### config.mk
export PLATFORM = sky130hd
export DESIGN_NAME = nor_erase_seq
export DESIGN_NICKNAME = d
export VERILOG_FILES = /design/src/rtl/nes_pkg.sv /design/src/rtl/nes_setup_rom.sv /design/src/rtl/nes_range_chk.sv /design/src/rtl/nes_timer.sv /design/src/rtl/nor_erase_seq.sv
export SDC_FILE = /design/constraint.sdc
export NUM_CORES = 1
export LEC_CHECK = 0
export BUFFER_PORTS_ARGS = -buffer_cell sky130_fd_sc_hd__buf_2
export CAP_MARGIN = 20
export CORE_MARGIN = 2
export CORE_UTILIZATION = 38
export DETAILED_ROUTE_END_ITERATION = 8
export MAX_ROUTING_LAYER = met4
export PLACE_DENSITY_LB_ADDON = 0.2
export SYNTH_ARGS = -nofsm -noshare
export SYNTH_HDL_FRONTEND = slang
export SYNTH_SLANG_ARGS = --single-unit
### constraint.sdc
create_clock -name clk -period 3.1 [get_ports clk]
set_clock_uncertainty 0.15 [all_clocks]
set_input_delay 0.62 -clock clk [delete_from_list [all_inputs] [get_ports clk]]
set_output_delay 0.62 -clock clk [all_outputs]
set_load 0.05 [all_outputs]
### src/rtl/nes_pkg.sv
package nes_pkg;
  typedef enum logic [2:0] {
    S_IDLE, S_SETUP, S_SCAN, S_ERASE, S_WAIT, S_POLL, S_RESET
  } nes_state_t;

  localparam logic [1:0] ST_OK    = 2'd0;
  localparam logic [1:0] ST_TOUT  = 2'd1;
  localparam logic [1:0] ST_RANGE = 2'd2;

  localparam logic [7:0] CMD_SECT  = 8'h30;
  localparam logic [7:0] CMD_READ  = 8'hF0;
  localparam int         SETUP_LEN = 5;
endpackage

### src/rtl/nes_setup_rom.sv
module nes_setup_rom (
  input  logic [2:0]  step,
  output logic [11:0] off,
  output logic [7:0]  data
);
  always_comb begin
    case (step)
      3'd0:    begin off = 12'h555; data = 8'hAA; end
      3'd1:    begin off = 12'h2AA; data = 8'h55; end
      3'd2:    begin off = 12'h555; data = 8'h80; end
      3'd3:    begin off = 12'h555; data = 8'hAA; end
      default: begin off = 12'h2AA; data = 8'h55; end
    endcase
  end
endmodule

### src/rtl/nes_range_chk.sv
module nes_range_chk #(
  parameter int NSECT = 64,
  parameter int IW    = 6
) (
  input  logic [IW:0] first_i,
  input  logic [IW:0] last_i,
  output logic        ok
);
  localparam logic [IW:0] LIMIT = (IW+1)'(NSECT);

  always_comb begin
    ok = !first_i[IW] && !last_i[IW] && (last_i < LIMIT) && (first_i <= last_i);
  end
endmodule

### src/rtl/nes_timer.sv
module nes_timer #(
  parameter int W = 16
) (
  input  logic         clk,
  input  logic         rst,
  input  logic         clr,
  input  logic         en,
  output logic [W-1:0] cnt
);
  localparam logic [W-1:0] TOP = '1;

  always_ff @(posedge clk) begin
    if (rst || clr)
      cnt <= '0;
    else if (en && cnt != TOP)
      cnt <= cnt + 1'b1;
  end
endmodule

### src/rtl/nor_erase_seq.sv
module nor_erase_seq
  import nes_pkg::*;
#(
  parameter int          NSECT     = 64,
  parameter int          AW        = 22,
  parameter int          SHW       = 5,
  parameter int          TW        = 24,
  parameter int          WAIT_CYC  = 200000,
  parameter logic [21:0] BASE_ADDR = 22'h0,
  localparam int         IW        = (NSECT > 1) ? $clog2(NSECT) : 1
) (
  input  logic             clk,
  input  logic             rst,
  input  logic             start,
  input  logic [IW:0]      first_sect,
  input  logic [IW:0]      last_sect,
  input  logic [NSECT-1:0] protect,
  input  logic [SHW-1:0]   sect_shift,
  input  logic [TW-1:0]    tout_cycles,
  output logic             busy,
  output logic             done,
  output logic [1:0]       status,
  output logic [IW:0]      skipped,
  output logic             req,
  output logic             we,
  output logic [AW-1:0]    addr,
  output logic [7:0]       wdata,
  input  logic             ack,
  input  logic [7:0]       rdata
);
  localparam int          WW   = $clog2(WAIT_CYC + 1);
  localparam logic [WW-1:0] WLIM = WW'(WAIT_CYC);
  localparam logic [AW-1:0] BASE = AW'(BASE_ADDR);
  localparam logic [IW:0]   ONE  = (IW+1)'(1);

  nes_state_t       state;
  logic [IW:0]      first_q, last_q, cur;
  logic [IW-1:0]    last_s;
  logic [NSECT-1:0] prot_q;
  logic [SHW-1:0]   shift_q;
  logic [TW-1:0]    tout_q;
  logic [2:0]       step;
  logic             any_started;

  logic             rng_ok;
  logic [11:0]      rom_off;
  logic [7:0]       rom_data;
  logic [WW-1:0]    wait_cnt;
  logic [TW-1:0]    poll_cnt;
  logic [IW-1:0]    cur_idx;
  logic [AW-1:0]    cur_addr, last_addr;
  logic             unused_rbits;

  assign cur_idx      = cur[IW-1:0];
  assign cur_addr     = BASE + (AW'(cur_idx) << shift_q);
  assign last_addr    = BASE + (AW'(last_s) << shift_q);
  assign unused_rbits = ^rdata[6:0];

  nes_range_chk #(.NSECT(NSECT), .IW(IW)) u_rng (
    .first_i (first_sect),
    .last_i  (last_sect),
    .ok      (rng_ok)
  );

  nes_setup_rom u_rom (
    .step (step),
    .off  (rom_off),
    .data (rom_data)
  );

  nes_timer #(.W(WW)) u_wait (
    .clk (clk),
    .rst (rst),
    .clr (state != S_WAIT),
    .en  (state == S_WAIT),
    .cnt (wait_cnt)
  );

  nes_timer #(.W(TW)) u_poll (
    .clk (clk),
    .rst (rst),
    .clr (state != S_POLL),
    .en  (state == S_POLL),
    .cnt (poll_cnt)
  );

  always_ff @(posedge clk) begin
    if (rst) begin
      state       <= S_IDLE;
      busy        <= 1'b0;
      done        <= 1'b0;
      status      <= ST_OK;
      skipped     <= '0;
      req         <= 1'b0;
      we          <= 1'b0;
      addr        <= '0;
      wdata       <= '0;
      first_q     <= '0;
      last_q      <= '0;
      cur         <= '0;
      last_s      <= '0;
      prot_q      <= '0;
      shift_q     <= '0;
      tout_q      <= '0;
      step        <= '0;
      any_started <= 1'b0;
    end else begin
      done <= 1'b0;
      case (state)
        S_IDLE: begin
          if (start) begin
            skipped     <= '0;
            first_q     <= first_sect;
            last_q      <= last_sect;
            prot_q      <= protect;
            shift_q     <= sect_shift;
            tout_q      <= tout_cycles;
            any_started <= 1'b0;
            step        <= '0;
            if (!rng_ok) begin
              done   <= 1'b1;
              status <= ST_RANGE;
            end else begin
              busy  <= 1'b1;
              state <= S_SETUP;
            end
          end
        end
        S_SETUP: begin
          if (!req) begin
            req   <= 1'b1;
            we    <= 1'b1;
            addr  <= BASE + AW'(rom_off);
            wdata <= rom_data;
          end else if (ack) begin
            req <= 1'b0;
            if (step == 3'(SETUP_LEN - 1)) begin
              state <= S_SCAN;
              cur   <= first_q;
            end else begin
              step <= step + 1'b1;
            end
          end
        end
        S_SCAN: begin
          if (cur > last_q) begin
            state <= any_started ? S_WAIT : S_RESET;
          end else if (prot_q[cur_idx]) begin
            skipped <= skipped + ONE;
            cur     <= cur + ONE;
          end else begin
            state <= S_ERASE;
          end
        end
        S_ERASE: begin
          if (!req) begin
            req   <= 1'b1;
            we    <= 1'b1;
            addr  <= cur_addr;
            wdata <= CMD_SECT;
          end else if (ack) begin
            req         <= 1'b0;
            last_s      <= cur_idx;
            any_started <= 1'b1;
            cur         <= cur + ONE;
            state       <= S_SCAN;
          end
        end
        S_WAIT: begin
          if (wait_cnt >= WLIM) state <= S_POLL;
        end
        S_POLL: begin
          if (!req) begin
            req  <= 1'b1;
            we   <= 1'b0;
            addr <= last_addr;
          end else if (ack) begin
            req <= 1'b0;
            if (rdata[7]) begin
              state <= S_RESET;
            end else if (poll_cnt >= tout_q) begin
              status <= ST_TOUT;
              done   <= 1'b1;
              busy   <= 1'b0;
              state  <= S_IDLE;
            end
          end
        end
        S_RESET: begin
          if (!req) begin
            req   <= 1'b1;
            we    <= 1'b1;
            addr  <= BASE;
            wdata <= CMD_READ;
          end else if (ack) begin
            req    <= 1'b0;
            status <= ST_OK;
            done   <= 1'b1;
            busy   <= 1'b0;
            state  <= S_IDLE;
          end
        end
        default: state <= S_IDLE;
      endcase
    end
  end


  req_hold_chk: assert property (@(posedge clk) disable iff (rst)
    req && !ack |=> req && $stable(addr) && $stable(we) && $stable(wdata));


  bad_range_chk: assert property (@(posedge clk) disable iff (rst)
    state == S_IDLE && start && !rng_ok |=> done && status == ST_RANGE && !req && !busy);


  prot_skip_chk: assert property (@(posedge clk) disable iff (rst)
    req && we && state == S_ERASE |-> !prot_q[cur_idx] && wdata == CMD_SECT);


  tout_noreset_chk: assert property (@(posedge clk) disable iff (rst)
    done && status == ST_TOUT |-> !we);


  done_idle_chk: assert property (@(posedge clk) disable iff (rst)
    done |-> !busy && !req);


  busy_state_chk: assert property (@(posedge clk) disable iff (rst)
    busy |-> state != S_IDLE);
endmodule

* Yosys cells after proc, flatten, opt, wreduce, memory -nomap -nowiden
Cells that the tools add are included.
Storage, ports and cells: output and inout port bits 43, logic and storage cells 190, flip-flop bits (word level) 212, input port bits 119
Cells by class: $lt $le $gt $ge 6, muxes and demuxes 84, equal/unequal tests 38, reductions and logical operators 35, shift operators 2, add/sub/neg operators 5
Operator list (number):
- $mux 22 | 4
- $pmux 22 s4 | 1
- $mux 7 | 10
- $mux 3 | 20
- $ne 2x2->1 const B | 23
- $shl 6x5->22 | 2
- $add 24x1->24 const B | 1
- $ge 24x24->1 | 1
- $mux 1 | 24
- $mux 8 | 3
- $ne 24x24->1 const B | 1
- $pmux 8 s3 | 1
- $pmux 3 s7 | 1
- $pmux 7 s3 | 1
- $add 18x1->18 const B | 1
- $ge 18x18->1 const B | 1
- $mux 2 | 9
- $ne 18x18->1 const B | 1
- $reduce_and 9->1 | 2
- $pmux 8 s2 | 1
- $add 7x1->7 const B | 2
- $pmux 7 s2 | 1
- $reduce_and 14->1 | 1
- $eq 3x2->1 const B | 4
- other kinds (29) | 54

* Longest topological paths before layout
depth after elaboration 7, mapped depth 10, mapped depth without buffers 9

* By module
A second synthesis with hierarchy kept.
Second synthesis, totals: cells, all modules 1351, area, all modules 11009.3 sq um
Modules (own cells, without submodules):
- nor_erase_seq | seq. area each 3403.3 sq um, area each 8428.1 sq um, instances 1, cells each 1043
- nes_timer (u_poll) | seq. area each 480.5 sq um, area each 1256.2 sq um, instances 1, cells each 144
- nes_timer (u_wait) | seq. area each 360.3 sq um, area each 965.9 sq um, instances 1, cells each 114
- nes_range_chk | seq. area each 0.0 sq um, area each 198.9 sq um, instances 1, cells each 27
- nes_setup_rom | seq. area each 0.0 sq um, area each 160.2 sq um, instances 1, cells each 23

* Worst setup path after synthesis
OpenSTA, ideal clock, no wires.
path type input-to-reg, start input last_sect[4], end register state[1], stages on the path 8, setup slack 0.529 ns, arrival 2.299 ns, buffers on the path 0, library setup time 0.122 ns, data required time 2.828 ns, path through inv_1 -> ha_1 -> a21o_1 -> a21oi_1 -> nor2_1 -> or4_1 -> a31o_2 -> o311a_1
Between the ends: word-level cells in the longest chain between the ends 5, elaborated cells on any way between the ends 6, those cells by class order compare: 2; eq/ne: 1; reduce/logical: 3
Ends and longest elaborated chain:
- from (decl) | RTL line nor_erase_seq.sv:16 | input logic [IW:0] last_sect,
- $lt 7x7->1 | RTL line nes_range_chk.sv:12 | ok = !first_i[IW] && !last_i[IW] && (last_i < LIMIT) && (first_i <= last_i);
- $logic_and 1x1->1 | RTL line nes_range_chk.sv:12
- $logic_and 1x1->1 * | RTL line nes_range_chk.sv:12
- $ne 2x2->1 (no line) *
- $reduce_and 14->1 (no line) *
- to (signal assigned) | RTL line nor_erase_seq.sv:147 | state <= any_started ? S_WAIT : S_RESET;
- to (decl) | RTL line nor_erase_seq.sv:36 | nes_state_t state;
Every way passes the cells marked *; elsewhere a longest branch is shown, timed or not. A chain may end at the register's enable or synchronous reset.

* Worst setup path in the final report
start register cur[0], end register skipped[0]
Between the ends: word-level cells in the longest chain between the ends 4, elaborated cells on any way between the ends 6, those cells by class order compare: 1; eq/ne: 2; mux: 2; reduce/logical: 1
Ends and longest elaborated chain:
- from (decl) | RTL line nor_erase_seq.sv:37 | logic [IW:0] first_q, last_q, cur;
- from (signal assigned) | RTL line nor_erase_seq.sv:139 | cur <= first_q;
- from (signal assigned) | RTL line nor_erase_seq.sv:150 | cur <= cur + ONE;
- from (signal assigned) | RTL line nor_erase_seq.sv:165 | cur <= cur + ONE;
- $bmux 1 s6 | RTL line nor_erase_seq.sv:148 | end else if (prot_q[cur_idx]) begin
- $mux 1 (implied by the code) | RTL line nor_erase_seq.sv:148
- $ne 2x2->1 (no line)
- $reduce_and 4->1 (no line) *
- to (signal assigned) | RTL line nor_erase_seq.sv:149 | skipped <= skipped + ONE;
- to (decl) | RTL line nor_erase_seq.sv:23 | output logic [IW:0] skipped,
Every way passes the cells marked *; elsewhere a longest branch is shown, timed or not. The select of a mux whose other input is x is not followed.

==> metrics.txt <==
vias in the first global route=8626; cell total after placement=1741; Synth-to-Final Area Change=18.5%; clock insertion delay at the later pin of the skew report=510 ps; register area share after synthesis=40.0%; drt first pass iters=4; #FFs+latches synth=210; Post-Syn Area=10500 um^2; fmax=0.359 GHz; CTS root buf=clkbuf_16; Post-synth EDFFs=0; routed len/inst=14.6 um; Residual DRC=0; Fill cells=2805; Crit. End Element=flop; total track usage=18.5%; status=finished, final reports clean; CTS tree=done; port buffer count=154; PD cells=761 nW/um^2; RSZ-0062 raised after global routing=false; drt via density=5.11; Post-DRT Antenna Nets=0; first-pass GRT wire length=42900 um; Crit Path Class=flop to flop; Post-Route Utilization=46.1%; Initial DRC Count=437; core box area=27000 um^2; post-CTS sizing=0; # IOs=162; ranking of synthesized cells by area=dfxtp_1 (40%), nand2_1 (9.9%), a21oi_1 (7.8%), ha_1 (5.7%), nor2_1 (3.9%); Netlist cell types=75; Die Width=170 um; Leak Pwr=5.00 nW; Layout Cells excl Fill=1786; final period utilization=89.9%; Post-Syn Area per Cell=8.11 um^2; Final Max Tran Viols=0; initial antenna violation count=1; Worst Hold Class=primary input to flop; Die Y=170 um; CP Max Fanout=12; Worst R2R Start=cur[0]; clock sink count=210; Post-CTS Setup Repair Bufs=0; Final Critical Period=2790 ps; Setup-failing EPs final=0; # rows=60; Initial Util=38.9%; Worst EP required=3400 ps; Peak VDD IR=0.000382 V; Arr. time, crit path=3090 ps; Synth area leader=dfxtp_1; Net Count, Synth=1464; worst setup path startpoint=cur[0]; grt total ovfl=0; Post-Synthesis Cells=1297; CTS H-tree depth=1; CTS buffer count=24; Worst setup SP type=flop; hold_sp=protect[45]; Slew @ Worst Pin=717 ps; layout cells sized above 1=17.7%; Synthesis Warnings=0; maximum clock insertion buffer count=3; Routed WL=26100 um; die area=29000 um^2; largest net degree at the start of global routing=122; Placer Congestion=0.803; final hold vios=0; ys async rst share=0%; TNS Setup=0 ps; post-DP HPWL=18600 um; Clock Pin Slew Worst Setup and Hold Paths=60 ps; max cap viols=0; top_reg_cell synth=dfxtp_1; total number of vias=9118; Total Nets Final=1593; Rel. slew slack=51.7%; overall power=9.48 mW; Post-CTS Hold Buffers=0; Post-synth top cells=nand2_1 (276), dfxtp_1 (210), a21oi_1 (163); Yosys top cell area share=40.0%; top-count cell post-synth=nand2_1
## where the power goes
group          total [mW]  internal [mW]  switching (mW)
clock network        3.02           1.88            1.13
registers            3.37           3.12           0.257
logic                3.09           1.06            2.03
## worst paths after layout
path                                     to  slack, ps  cells past startpoint
worst max-delay path             skipped[0]        310                      7
worst max register to register   skipped[0]        310                      7
worst min-delay path             prot_q[45]        190                      3
worst min register to register  any_started        300                      2
## cell families (layout without fill, tap and decap cells)
kind of cell / after synthesis / in the layout / synth area share, %
flip-flops: 210 / 210 / 40.0
other: 0 / 1 / 0
adder cells (fa/ha/maj): 48 / 48 / 5.71
multiplexers: 49 / 49 / 7.20
AND/OR/NAND/NOR: 543 / 543 / 22.9
XOR/XNOR: 37 / 37 / 3.08
buffers and inverters: 135 / 282 / 5.38
AO/OA/AOI/OAI: 275 / 275 / 15.8
## registers in the layout, indices dropped and copies added, names as in the netlist, 5 cells and up
register and flops:
wdata 6, addr 22, tout_q 24, u_wait.cnt 18, u_poll.cnt 24, first_q 7, last_s 6, skipped 7
cur 7, shift_q 5, prot_q 64, last_q 7
## metal layers
layer / vias to the layer above / wire length (um) / global-route usage (%)
li1: 4711 / - / -
met1: 4217 / 12100 / 23.8
met2: 161 / 12500 / 31.2
met3: 29 / 990 / 2.53
met4: 0 / 455 / 3.94
met5: - / 0 / -
## layout make-up
| cell class | instances | area, um^2 | share of cell area [%] |
|---|---|---|---|
| multi-input cells | 952 | 5750 | 46.2 |
| clock inverters | 10 | 158 | 1.27 |
| well taps | 341 | 427 | 3.42 |
| clock buffers | 34 | 689 | 5.53 |
| diodes | 1 | 2.50 | 0.0201 |
| inverters | 57 | 214 | 1.72 |
| repair buffers | 181 | 1010 | 8.13 |
| flip-flops and latches | 210 | 4200 | 33.7 |
## cells in the final DEF (no fill, tap or decap), drive strengths merged, types with 6 or more instances in the layout
master / instances
a211oi: 8
a21o: 8
a21oi: 163
a22oi: 10
a31oi: 6
and2: 6
and3: 6
buf: 181
clkbuf: 34
clkinv: 7
dfxtp: 210
ha: 48
inv: 56
mux2i: 28
mux4: 19
nand2: 276
nand2b: 11
nand3: 45
nand4: 15
nor2: 111
nor2b: 11
nor3: 24
o21a: 7
o21ai: 34
or2: 8
or3: 8
xnor2: 12
xor2: 25
## critical path: stages (launching register included)
cell and delay, ps:
dfxtp_1 550, inv_1 210, mux4_2 480, a22oi_2 190
a21boi_2 130, nor4_4 540, mux2_1 380, nor2_1 80
## per-stage QoR
step                      worst slack (ps)  area [um^2]  hold WS, ps
after detailed placement               261        11600          295
after global routing                  67.3        12500          184
after floorplan                        529        10500          276
after global placement                 267        11600          284
after CTS                              245        12500          172
final                                  312        12500          190
(Power assumes the default switching activity.)
